--- src/rtl/rf3w_pkg.sv ---
`timescale 1ns/1ps
package rf3w_pkg;
  localparam int FRAME_MAX = 32;
  localparam int ADDR_W    = 5;
  localparam int DATA_W    = 16;
  localparam int CNT_W     = $clog2(FRAME_MAX + 1);

  typedef enum logic [2:0] {
    CHIP_A = 3'd0,
    CHIP_B = 3'd1,
    CHIP_C = 3'd2,
    CHIP_S = 3'd3
  } chip_e;

  // strobes from control to datapath
  typedef struct packed {
    logic load;
    logic shift;
  } rf3w_strobe_t;

  function automatic logic [3:0] nibRev(input logic [3:0] n);
    return {n[0], n[1], n[2], n[3]};
  endfunction
endpackage

--- src/rtl/rf3w_packer.sv ---
`timescale 1ns/1ps
module rf3w_packer
  import rf3w_pkg::*;
(
  input  logic [2:0]           chipSel,
  input  logic [ADDR_W-1:0]    regAddr,
  input  logic [DATA_W-1:0]    regData,
  output logic [FRAME_MAX-1:0] frameWord,
  output logic [CNT_W-1:0]     frameLen,
  output logic                 lsbFirst,
  output logic                 typeOk
);
  always_comb begin
    frameWord = '0;
    frameLen  = '0;
    lsbFirst  = 1'b0;
    typeOk    = 1'b1;
    case (chipSel)
      CHIP_A: begin
        frameWord = {16'b0, regData[11:0], regAddr[3:0]};
        frameLen  = CNT_W'(16);
      end
      CHIP_B: begin
        frameWord = {10'b0, regData, regAddr, 1'b1};
        frameLen  = CNT_W'(32);
        lsbFirst  = 1'b1;
      end
      CHIP_C: begin
        frameWord = {11'b0, regAddr, regData};
        frameLen  = CNT_W'(22);
      end
      CHIP_S: begin
        frameWord = {4'b0, nibRev(regData[15:12]), 7'b0, regAddr[0],
                     nibRev(regAddr[4:1]), nibRev(regData[3:0]),
                     nibRev(regData[7:4]), nibRev(regData[11:8])};
        frameLen  = CNT_W'(28);
      end
      default: typeOk = 1'b0;
    endcase
  end
endmodule

--- src/rtl/rf3w_datapath.sv ---
`timescale 1ns/1ps
module rf3w_datapath
  import rf3w_pkg::*;
(
  input  logic                 clk,
  input  logic                 rstN,
  input  rf3w_strobe_t         strb,
  input  logic [FRAME_MAX-1:0] frameWord,
  input  logic [CNT_W-1:0]     frameLen,
  input  logic                 lsbFirst,
  output logic                 sdata
);
  logic [FRAME_MAX-1:0] revWord;
  logic [FRAME_MAX-1:0] txOrder;
  logic [FRAME_MAX-1:0] shiftReg;
  logic [CNT_W-1:0]     dropBits;

  // full-width mirror, then drop the unused low bits so bit 0 is sent first
  for (genvar i = 0; i < FRAME_MAX; i++) begin : g_rev
    assign revWord[i] = frameWord[FRAME_MAX-1-i];
  end

  assign dropBits = CNT_W'(FRAME_MAX) - frameLen;
  assign txOrder  = lsbFirst ? frameWord : (revWord >> dropBits);

  always_ff @(posedge clk) begin
    if (!rstN)            shiftReg <= '0;
    else if (strb.load)   shiftReg <= txOrder;
    else if (strb.shift)  shiftReg <= shiftReg >> 1;
  end

  assign sdata = shiftReg[0];
endmodule

--- src/rtl/rf3w_ctrl.sv ---
`timescale 1ns/1ps
module rf3w_ctrl
  import rf3w_pkg::*;
#(
  parameter int HALF_CYC = 200
)(
  input  logic             clk,
  input  logic             rstN,
  input  logic             start,
  input  logic             typeOk,
  input  logic [CNT_W-1:0] frameLen,
  output rf3w_strobe_t     strb,
  output logic             sclk,
  output logic             senable,
  output logic             busy,
  output logic             done,
  output logic             err
);
  localparam int TMR_W = $clog2(HALF_CYC + 1);

  typedef enum logic [1:0] {ST_IDLE, ST_SETUP, ST_HIGH, ST_LATCH} state_e;

  state_e           state;
  logic [TMR_W-1:0] timer;
  logic [CNT_W-1:0] bitsLeft;
  logic             phaseEnd;
  logic             accept;

  assign phaseEnd = (timer == TMR_W'(HALF_CYC - 1));
  assign accept   = (state == ST_IDLE) && start && typeOk;

  always_ff @(posedge clk) begin
    if (!rstN) begin
      state    <= ST_IDLE;
      timer    <= '0;
      bitsLeft <= '0;
      busy     <= 1'b0;
      done     <= 1'b0;
      err      <= 1'b0;
    end else begin
      done <= 1'b0;
      err  <= 1'b0;
      case (state)
        ST_IDLE: begin
          timer <= '0;
          if (start && typeOk) begin
            state    <= ST_SETUP;
            busy     <= 1'b1;
            bitsLeft <= frameLen;
          end else if (start) begin
            err <= 1'b1;
          end
        end
        ST_SETUP: begin
          if (phaseEnd) begin
            timer <= '0;
            state <= ST_HIGH;
          end else timer <= timer + 1'b1;
        end
        ST_HIGH: begin
          if (phaseEnd) begin
            timer    <= '0;
            bitsLeft <= bitsLeft - 1'b1;
            state    <= (bitsLeft == CNT_W'(1)) ? ST_LATCH : ST_SETUP;
          end else timer <= timer + 1'b1;
        end
        ST_LATCH: begin
          if (phaseEnd) begin
            timer <= '0;
            state <= ST_IDLE;
            busy  <= 1'b0;
            done  <= 1'b1;
          end else timer <= timer + 1'b1;
        end
        default: state <= ST_IDLE;
      endcase
    end
  end

  always_comb begin
    strb.load  = accept;
    strb.shift = (state == ST_HIGH) && phaseEnd;
  end

  assign sclk    = (state == ST_HIGH);
  assign senable = (state == ST_LATCH);
endmodule

--- src/rtl/rf3w_serializer.sv ---
`timescale 1ns/1ps
module rf3w_serializer
  import rf3w_pkg::*;
#(
  parameter int HALF_CYC = 200
)(
  input  logic        clk,
  input  logic        rstN,
  input  logic        start,
  input  logic [2:0]  chipSel,
  input  logic [4:0]  regAddr,
  input  logic [15:0] regData,
  output logic        sclk,
  output logic        sdata,
  output logic        senable,
  output logic        busy,
  output logic        done,
  output logic        err
);
  rf3w_strobe_t         strb;
  logic [FRAME_MAX-1:0] frameWord;
  logic [CNT_W-1:0]     frameLen;
  logic                 lsbFirst;
  logic                 typeOk;

  rf3w_packer u_pack (
    .chipSel(chipSel), .regAddr(regAddr), .regData(regData),
    .frameWord(frameWord), .frameLen(frameLen),
    .lsbFirst(lsbFirst), .typeOk(typeOk)
  );

  rf3w_ctrl #(.HALF_CYC(HALF_CYC)) u_ctrl (
    .clk(clk), .rstN(rstN), .start(start), .typeOk(typeOk),
    .frameLen(frameLen), .strb(strb), .sclk(sclk), .senable(senable),
    .busy(busy), .done(done), .err(err)
  );

  rf3w_datapath u_dp (
    .clk(clk), .rstN(rstN), .strb(strb), .frameWord(frameWord),
    .frameLen(frameLen), .lsbFirst(lsbFirst), .sdata(sdata)
  );
endmodule

--- config.mk ---
export PLATFORM = sky130hd
export DESIGN_NAME = rf3w_serializer
export DESIGN_NICKNAME = d
export VERILOG_FILES = /design/src/rtl/rf3w_pkg.sv /design/src/rtl/rf3w_packer.sv /design/src/rtl/rf3w_datapath.sv /design/src/rtl/rf3w_ctrl.sv /design/src/rtl/rf3w_serializer.sv
export SDC_FILE = /design/constraint.sdc
export NUM_CORES = 1
export LEC_CHECK = 0
export ABC_AREA = 1
export BUFFER_PORTS_ARGS = -buffer_cell sky130_fd_sc_hd__buf_2
export CORE_MARGIN = 5
export CORE_UTILIZATION = 50
export DETAILED_ROUTE_END_ITERATION = 10
export GPL_TIMING_DRIVEN = 0
export PLACE_DENSITY = 0.79
export REMOVE_ABC_BUFFERS = 1
export SKIP_CTS_REPAIR_TIMING = 1
export SKIP_LAST_GASP = 1
export SLEW_MARGIN = 15
export SYNTH_ARGS = -nofsm -noshare
export SYNTH_HDL_FRONTEND = slang
export SYNTH_SLANG_ARGS = --single-unit
--- constraint.sdc ---
create_clock -name clk -period 1.7 [get_ports clk]
set_input_delay 0.34 -clock clk [delete_from_list [all_inputs] [get_ports clk]]
set_output_delay 0.34 -clock clk [all_outputs]
set_load 0.05 [all_outputs]
; ---- Word-level counts from Yosys, hierarchy flattened
; Cells that the tools add are included.
[op_classes]
add_sub_neg = 3
n_mul = 0
n_div = 0
n_lt_le_gt_ge = 0
n_eq_ne = 12
n_shift = 1
n_mux = 23
bitwise_logic = 2
reduce_logical = 16
[ops]
columns = operator, n
row1 = $pmux W28 S4, 1
row2 = $mux W32, 3
row3 = $shr A32 B6 Y32, 1
row4 = $pmux W6 S4, 1
row5 = $pmux W8 S2, 1
row6 = $mux W6, 2
row7 = $pmux W6 S2, 1
row8 = $mux W2, 5
row9 = $add A8 B1 Y8 const B, 1
row10 = $eq A8 B8 Y1 const B, 1
row11 = $mux W8, 1
row12 = $pmux W2 S4, 1
row13 = $eq A3 B2 Y1 const B, 2
row14 = $eq A6 B1 Y1 const B, 1
row15 = $mux W1, 6
row16 = $ne A2 B1 Y1 const B, 3
row17 = $reduce_and A3 Y1, 2
row18 = $reduce_bool A2 Y1, 3
row19 = $reduce_or A3 Y1, 2
row20 = $sub A6 B1 Y6 const B, 1
row21 = $sub A6 B6 Y6 const A, 1
row22 = $eq A2 B2 Y1 const B, 2
row23 = $logic_and A1 B1 Y1, 4
row24 = $reduce_and A4 Y1, 1
row25 = other kinds (9), 10
[totals]
reg_bits = 51
latchBits = 0
ramBits = 0
romBits = 0
inputBits = 27
output_inout_bits = 6
word_cells = 64
memories = 0

; ---- Logic depth before layout (Yosys ltp)
[depth]
depth_word = 6
depth_mapped = 13

; ---- Hierarchy
; From an unflattened synthesis, not the netlist that was laid out.
[unflattened]
cells_unflattened = 989
hier_area_um2 = 5465.2
[by_module_without_submodules]
columns = mod, n_inst, cells_each, area_each_um2
row1 = rf3w_datapath, 1, 631, 3413.3
row2 = rf3w_ctrl, 1, 159, 1127.3
row3 = rf3w_packer, 1, 199, 924.6

; ---- Least setup slack after synthesis
; Ideal clock, no wire load.
[synth_path]
path_kind = register -> register
from = register u_ctrl.state[1]
to = register u_dp.shiftReg[26]
setup_time_ps = 95
arrival_ps = 2020
required_ps = 1605
slack_ps = -415
stages_incl_launch_ff = 8
path_cell_list = dfxtp_1 -> inv_1 -> nor2_1 -> nand2_2 -> nand2_2 -> inv_2 -> buf_2 -> a221oi_1
[synth_via]
word_cells_on_any_way = 7
[synth_lines]
columns = item, line_no
row1 = start: declaration, rf3w_ctrl.sv:23  ; state_e state;
row2 = start signal: assignment, rf3w_ctrl.sv:64  ; state <= (bitsLeft == CNT_W'(1)) ? ST_LATCH : ST_SETUP;
row3 = $eq A2 B2 Y1, --
row4 = via sclk, rf3w_serializer.sv:13  ; output logic sclk,
row5 = $logic_and A1 B1 Y1, rf3w_ctrl.sv:82  ; strb.shift = (state == ST_HIGH) && phaseEnd;
row6 = $reduce_bool A2 Y1 (no line), --
row7 = end signal: assignment, rf3w_datapath.sv:28  ; else if (strb.load) shiftReg <= txOrder;
row8 = end signal: assignment, rf3w_datapath.sv:29  ; else if (strb.shift) shiftReg <= shiftReg >> 1;
row9 = end: declaration, rf3w_datapath.sv:15  ; logic [FRAME_MAX-1:0] shiftReg;
; The timed path passes the listed nets, and every way through them passes these cells.
; A chain may end at the register's enable or synchronous reset.

; ---- Worst setup path after layout
[layout_path]
from = register u_ctrl.state[0]
to = register u_dp.shiftReg[11]
[layout_via]
elab_chain_cells = 4
word_cells_on_any_way = 7
[layout_rtl]
columns = item, line_no
row1 = $logic_not A2 Y1, rf3w_ctrl.sv:30  ; assign accept = (state == ST_IDLE) && start && typeOk;
row2 = $logic_and A1 B1 Y1 (2 in series), rf3w_ctrl.sv:30
row3 = $mux W32 or $reduce_bool A2 Y1 (tied branches), --
; Several ways; a longest one is shown, not always the timed one.

==> qor.yml <==
status: "finished clean"
drv_slew: 0
skew_ns: 0.01260
synth_top_area_share_pct: 28.97
avgSynthCellArea_um2: 6.432
synthCells: 548
row_count: 30
endpoint_kind: "flip-flop"
routed_wl_um: 12910
power.internal_mw: 2.057
area_delta_synth_final_pct: 27.37
numCtsBuffers: 5
synth_top_area_cell: "dfxtp_1"
top_level_ports: 33
yosysWarnings: 0
comb_power_share_pct: 27.8
insertedDiodeCount: 0
drt_iter0_drc: 534
layout-drive-gt1-share_pct: 27.29
insertion_delay_ns: 0.33
grt_max_degree: 41
setup_viol: 0
ir_worst_vdd_mv: 0.3509
min_path_type: "input pin to flip-flop"
clk_pin_slew_ns: 0.10
layout.nets: 641
synth_area_um2: 3525
power.density_nw_per_um2: 694.2
cts.sinks: 51
via_count: 4234
worst_setup_path_start_kind: "flip-flop"
cp.arrival_ns: 1.86
grt_usage_pct: 25.36
leakagePower_nw: 1.947
timing.fmax_mhz: 598.3
power_frac_clock_pct: 30.3
ys_seq_elements: 51
core_um2: 6832
p_sw_share_pct: 34.01
maxCapViolCount: 0
cts_buffer_depth: 2
antenna_found_initial: 0
post-route-drc-count: 0
async_reset_ff_share_pct: 0
synth-edff-count: 0
clockRootBuffer: "clkbuf_8"
p_sw_mw: 1.060
portBuffers: 32
reg2reg_slack_ns: 0.03
max_slew_margin_pct: 59.28
hpwl_um: 7892
worst_pin_slew_ns: 0.6074
gp_congestion: 1.039
dieArea_um2: 8828
cts_tree: "done"
placed_area_um2: 3622
cts_max_level: 2
yosys-top-cells-area: "dfxtp_1 (29%), nand2_1 (15%), a21oi_1 (7.2%)"
crit_type: "flip-flop to flip-flop"
seq_power_share_pct: 41.9
chipWidth_um: 93.96
final_area_um2: 4489
synth_cell_types: 46
grt_pass1_wl_um: 17660
overflow: 0
period_needed_ns: 1.672
wl_per_cell_um: 18.24
fin_crit_sh_pct: 98.32
holdWs_ns: 0.3344
die_h_um: 93.96
first_pass_iters: 6
antenna_left: 0
ys.flop_type: "dfxtp_1"
grt_pass1_vias: 3528
initial_utilization_pct: 51.59
path_max_fanout: 11
seq_area_frac_synth_pct: 28.97
hold_viol_final: 0
routed_via_density: 5.980
worstPathRequired_ns: 1.89
[per-layer routing]
metal | share of wire (%) | GRT usage (%) | vias to the layer above
li1 | - | - | 1973
met1 | 39 | 31.92 | 1927
met2 | 47 | 43.05 | 284
met3 | 11 | 4.888 | 50
met4 | 3.5 | 8.664 | 0
met5 | 0 | 0 | -
[cell usage after synthesis, drive strengths merged (7+ instances only)]
master,count
a211oi,8
inv,49
a21oi,56
o21ai,55
nand4,9
clkbuf,8
nand3,32
o211ai,7
buf,19
nand2,154
nor2,58
dfxtp,51
nor3,11
[metrics by stage]
| step | power [mW] | std cells | utilization [%] | setup slack, ns | TNS (ns) |
|---|---|---|---|---|---|
| finish | 3.117 | 708 | 65.71 | 0.02849 | 0 |
| global route | 3.231 | 708 | 65.71 | -0.06351 | -0.7051 |
| CTS | 2.888 | 657 | 54.80 | -1.965 | -65.51 |
| detailed placement | 1.971 | 649 | 53.02 | -1.942 | -67.12 |
| global placement | 1.962 | 649 | 53.02 | -1.816 | -63.43 |
| floorplan | 1.753 | 521 | - | -0.7996 | -22.69 |
[worst paths after layout]
path	startpoint	end	cells after the start
worst min-delay path	start	u_ctrl.err$_SDFF_PP0_	3
worst max-delay path	u_ctrl.state[0]$_SDFFE_PN0P_	u_dp.shiftReg[11]$_SDFFE_PN0P_	9
worst max register to register	u_ctrl.state[0]$_SDFFE_PN0P_	u_dp.shiftReg[11]$_SDFFE_PN0P_	9
worst min register to register	u_dp.shiftReg[31]$_SDFFE_PN0P_	u_dp.shiftReg[31]$_SDFFE_PN0P_	2
[layout make-up]
class                      count  area, µm²
timing repair inverter         5      32.53
timing repair buffer          74      580.6
inverter                      51      246.5
multi-input combinational    423       2365
clock inverter                 2      38.79
tap                           96      120.1
fill                         633       2342
sequential                    51       1023
clock buffer                   6      82.58
[worst max-delay path, stage by stage, from the launching register on]
cell and delay (ns):
dfxtp_1 0.41, nor2_4 0.17, nand2_4 0.10, nor2_4 0.15
buf_12 0.14, clkinv_8 0.10, a21oi_1 0.22, nand2_1 0.11
nand2_1 0.07, a21oi_1 0.05
[power groups by stage]
| stage | clock network (mW) | registers (mW) | logic [mW] |
|---|---|---|---|
| 2_1_floorplan | 0 | 1.33 | 0.419 |
| 3_3_place_gp | 0 | 1.32 | 0.638 |
| 3_5_place_dp | 0 | 1.33 | 0.645 |
| 4_1_cts | 0.940 | 1.30 | 0.648 |
| 5_1_grt | 0.987 | 1.31 | 0.930 |
| 6_report | 0.943 | 1.31 | 0.867 |
[flip-flops by register name (all words and copies together), names as in the netlist]
signal	cells
u_dp.shiftReg	32
u_ctrl.timer	8
u_ctrl.bitsLeft	6
u_ctrl.state	2
u_ctrl.busy	1
u_ctrl.done	1
u_ctrl.err	1
[cell usage in the layout, fill, tap and decap left out, drive strengths merged]
| master | netlist | final |
|---|---|---|
| xor2 | 1 | 1 |
| clkinv | 2 | 3 |
| nand3 | 32 | 32 |
| o22ai | 2 | 2 |
| clkbuf | 8 | 6 |
| bufinv | 0 | 1 |
| or2 | 1 | 1 |
| o311ai | 1 | 1 |
| a211oi | 8 | 8 |
| nor4 | 3 | 3 |
| dfxtp | 51 | 51 |
| o221ai | 1 | 1 |
| nand2 | 154 | 156 |
| a221o | 1 | 1 |
| a21boi | 2 | 2 |
| inv | 49 | 47 |
| nor3 | 11 | 11 |
| clkinvlp | 0 | 7 |
| o21ai | 55 | 55 |
| o2111ai | 2 | 2 |
| a31oi | 3 | 3 |
| ha | 3 | 3 |
| o31ai | 1 | 1 |
| nor2 | 58 | 60 |
| nand4 | 9 | 9 |
| buf | 19 | 74 |
| nand3b | 3 | 3 |
| nor3b | 3 | 3 |
| a221oi | 2 | 2 |
| a21oi | 56 | 56 |
| o211ai | 7 | 7 |
[cell families (layout without fill, tap and decap cells)]
kind of cell    after synthesis  after routing  synth area share, %
xor+xnor                      1              1               0.2485
buf+inv                      78            138                10.69
simple gates                274            278                35.50
flops                        51             51                28.97
fa+ha+maj                     3              3                1.065
compound gates              141            141                23.54
(Power assumes the default switching activity.)
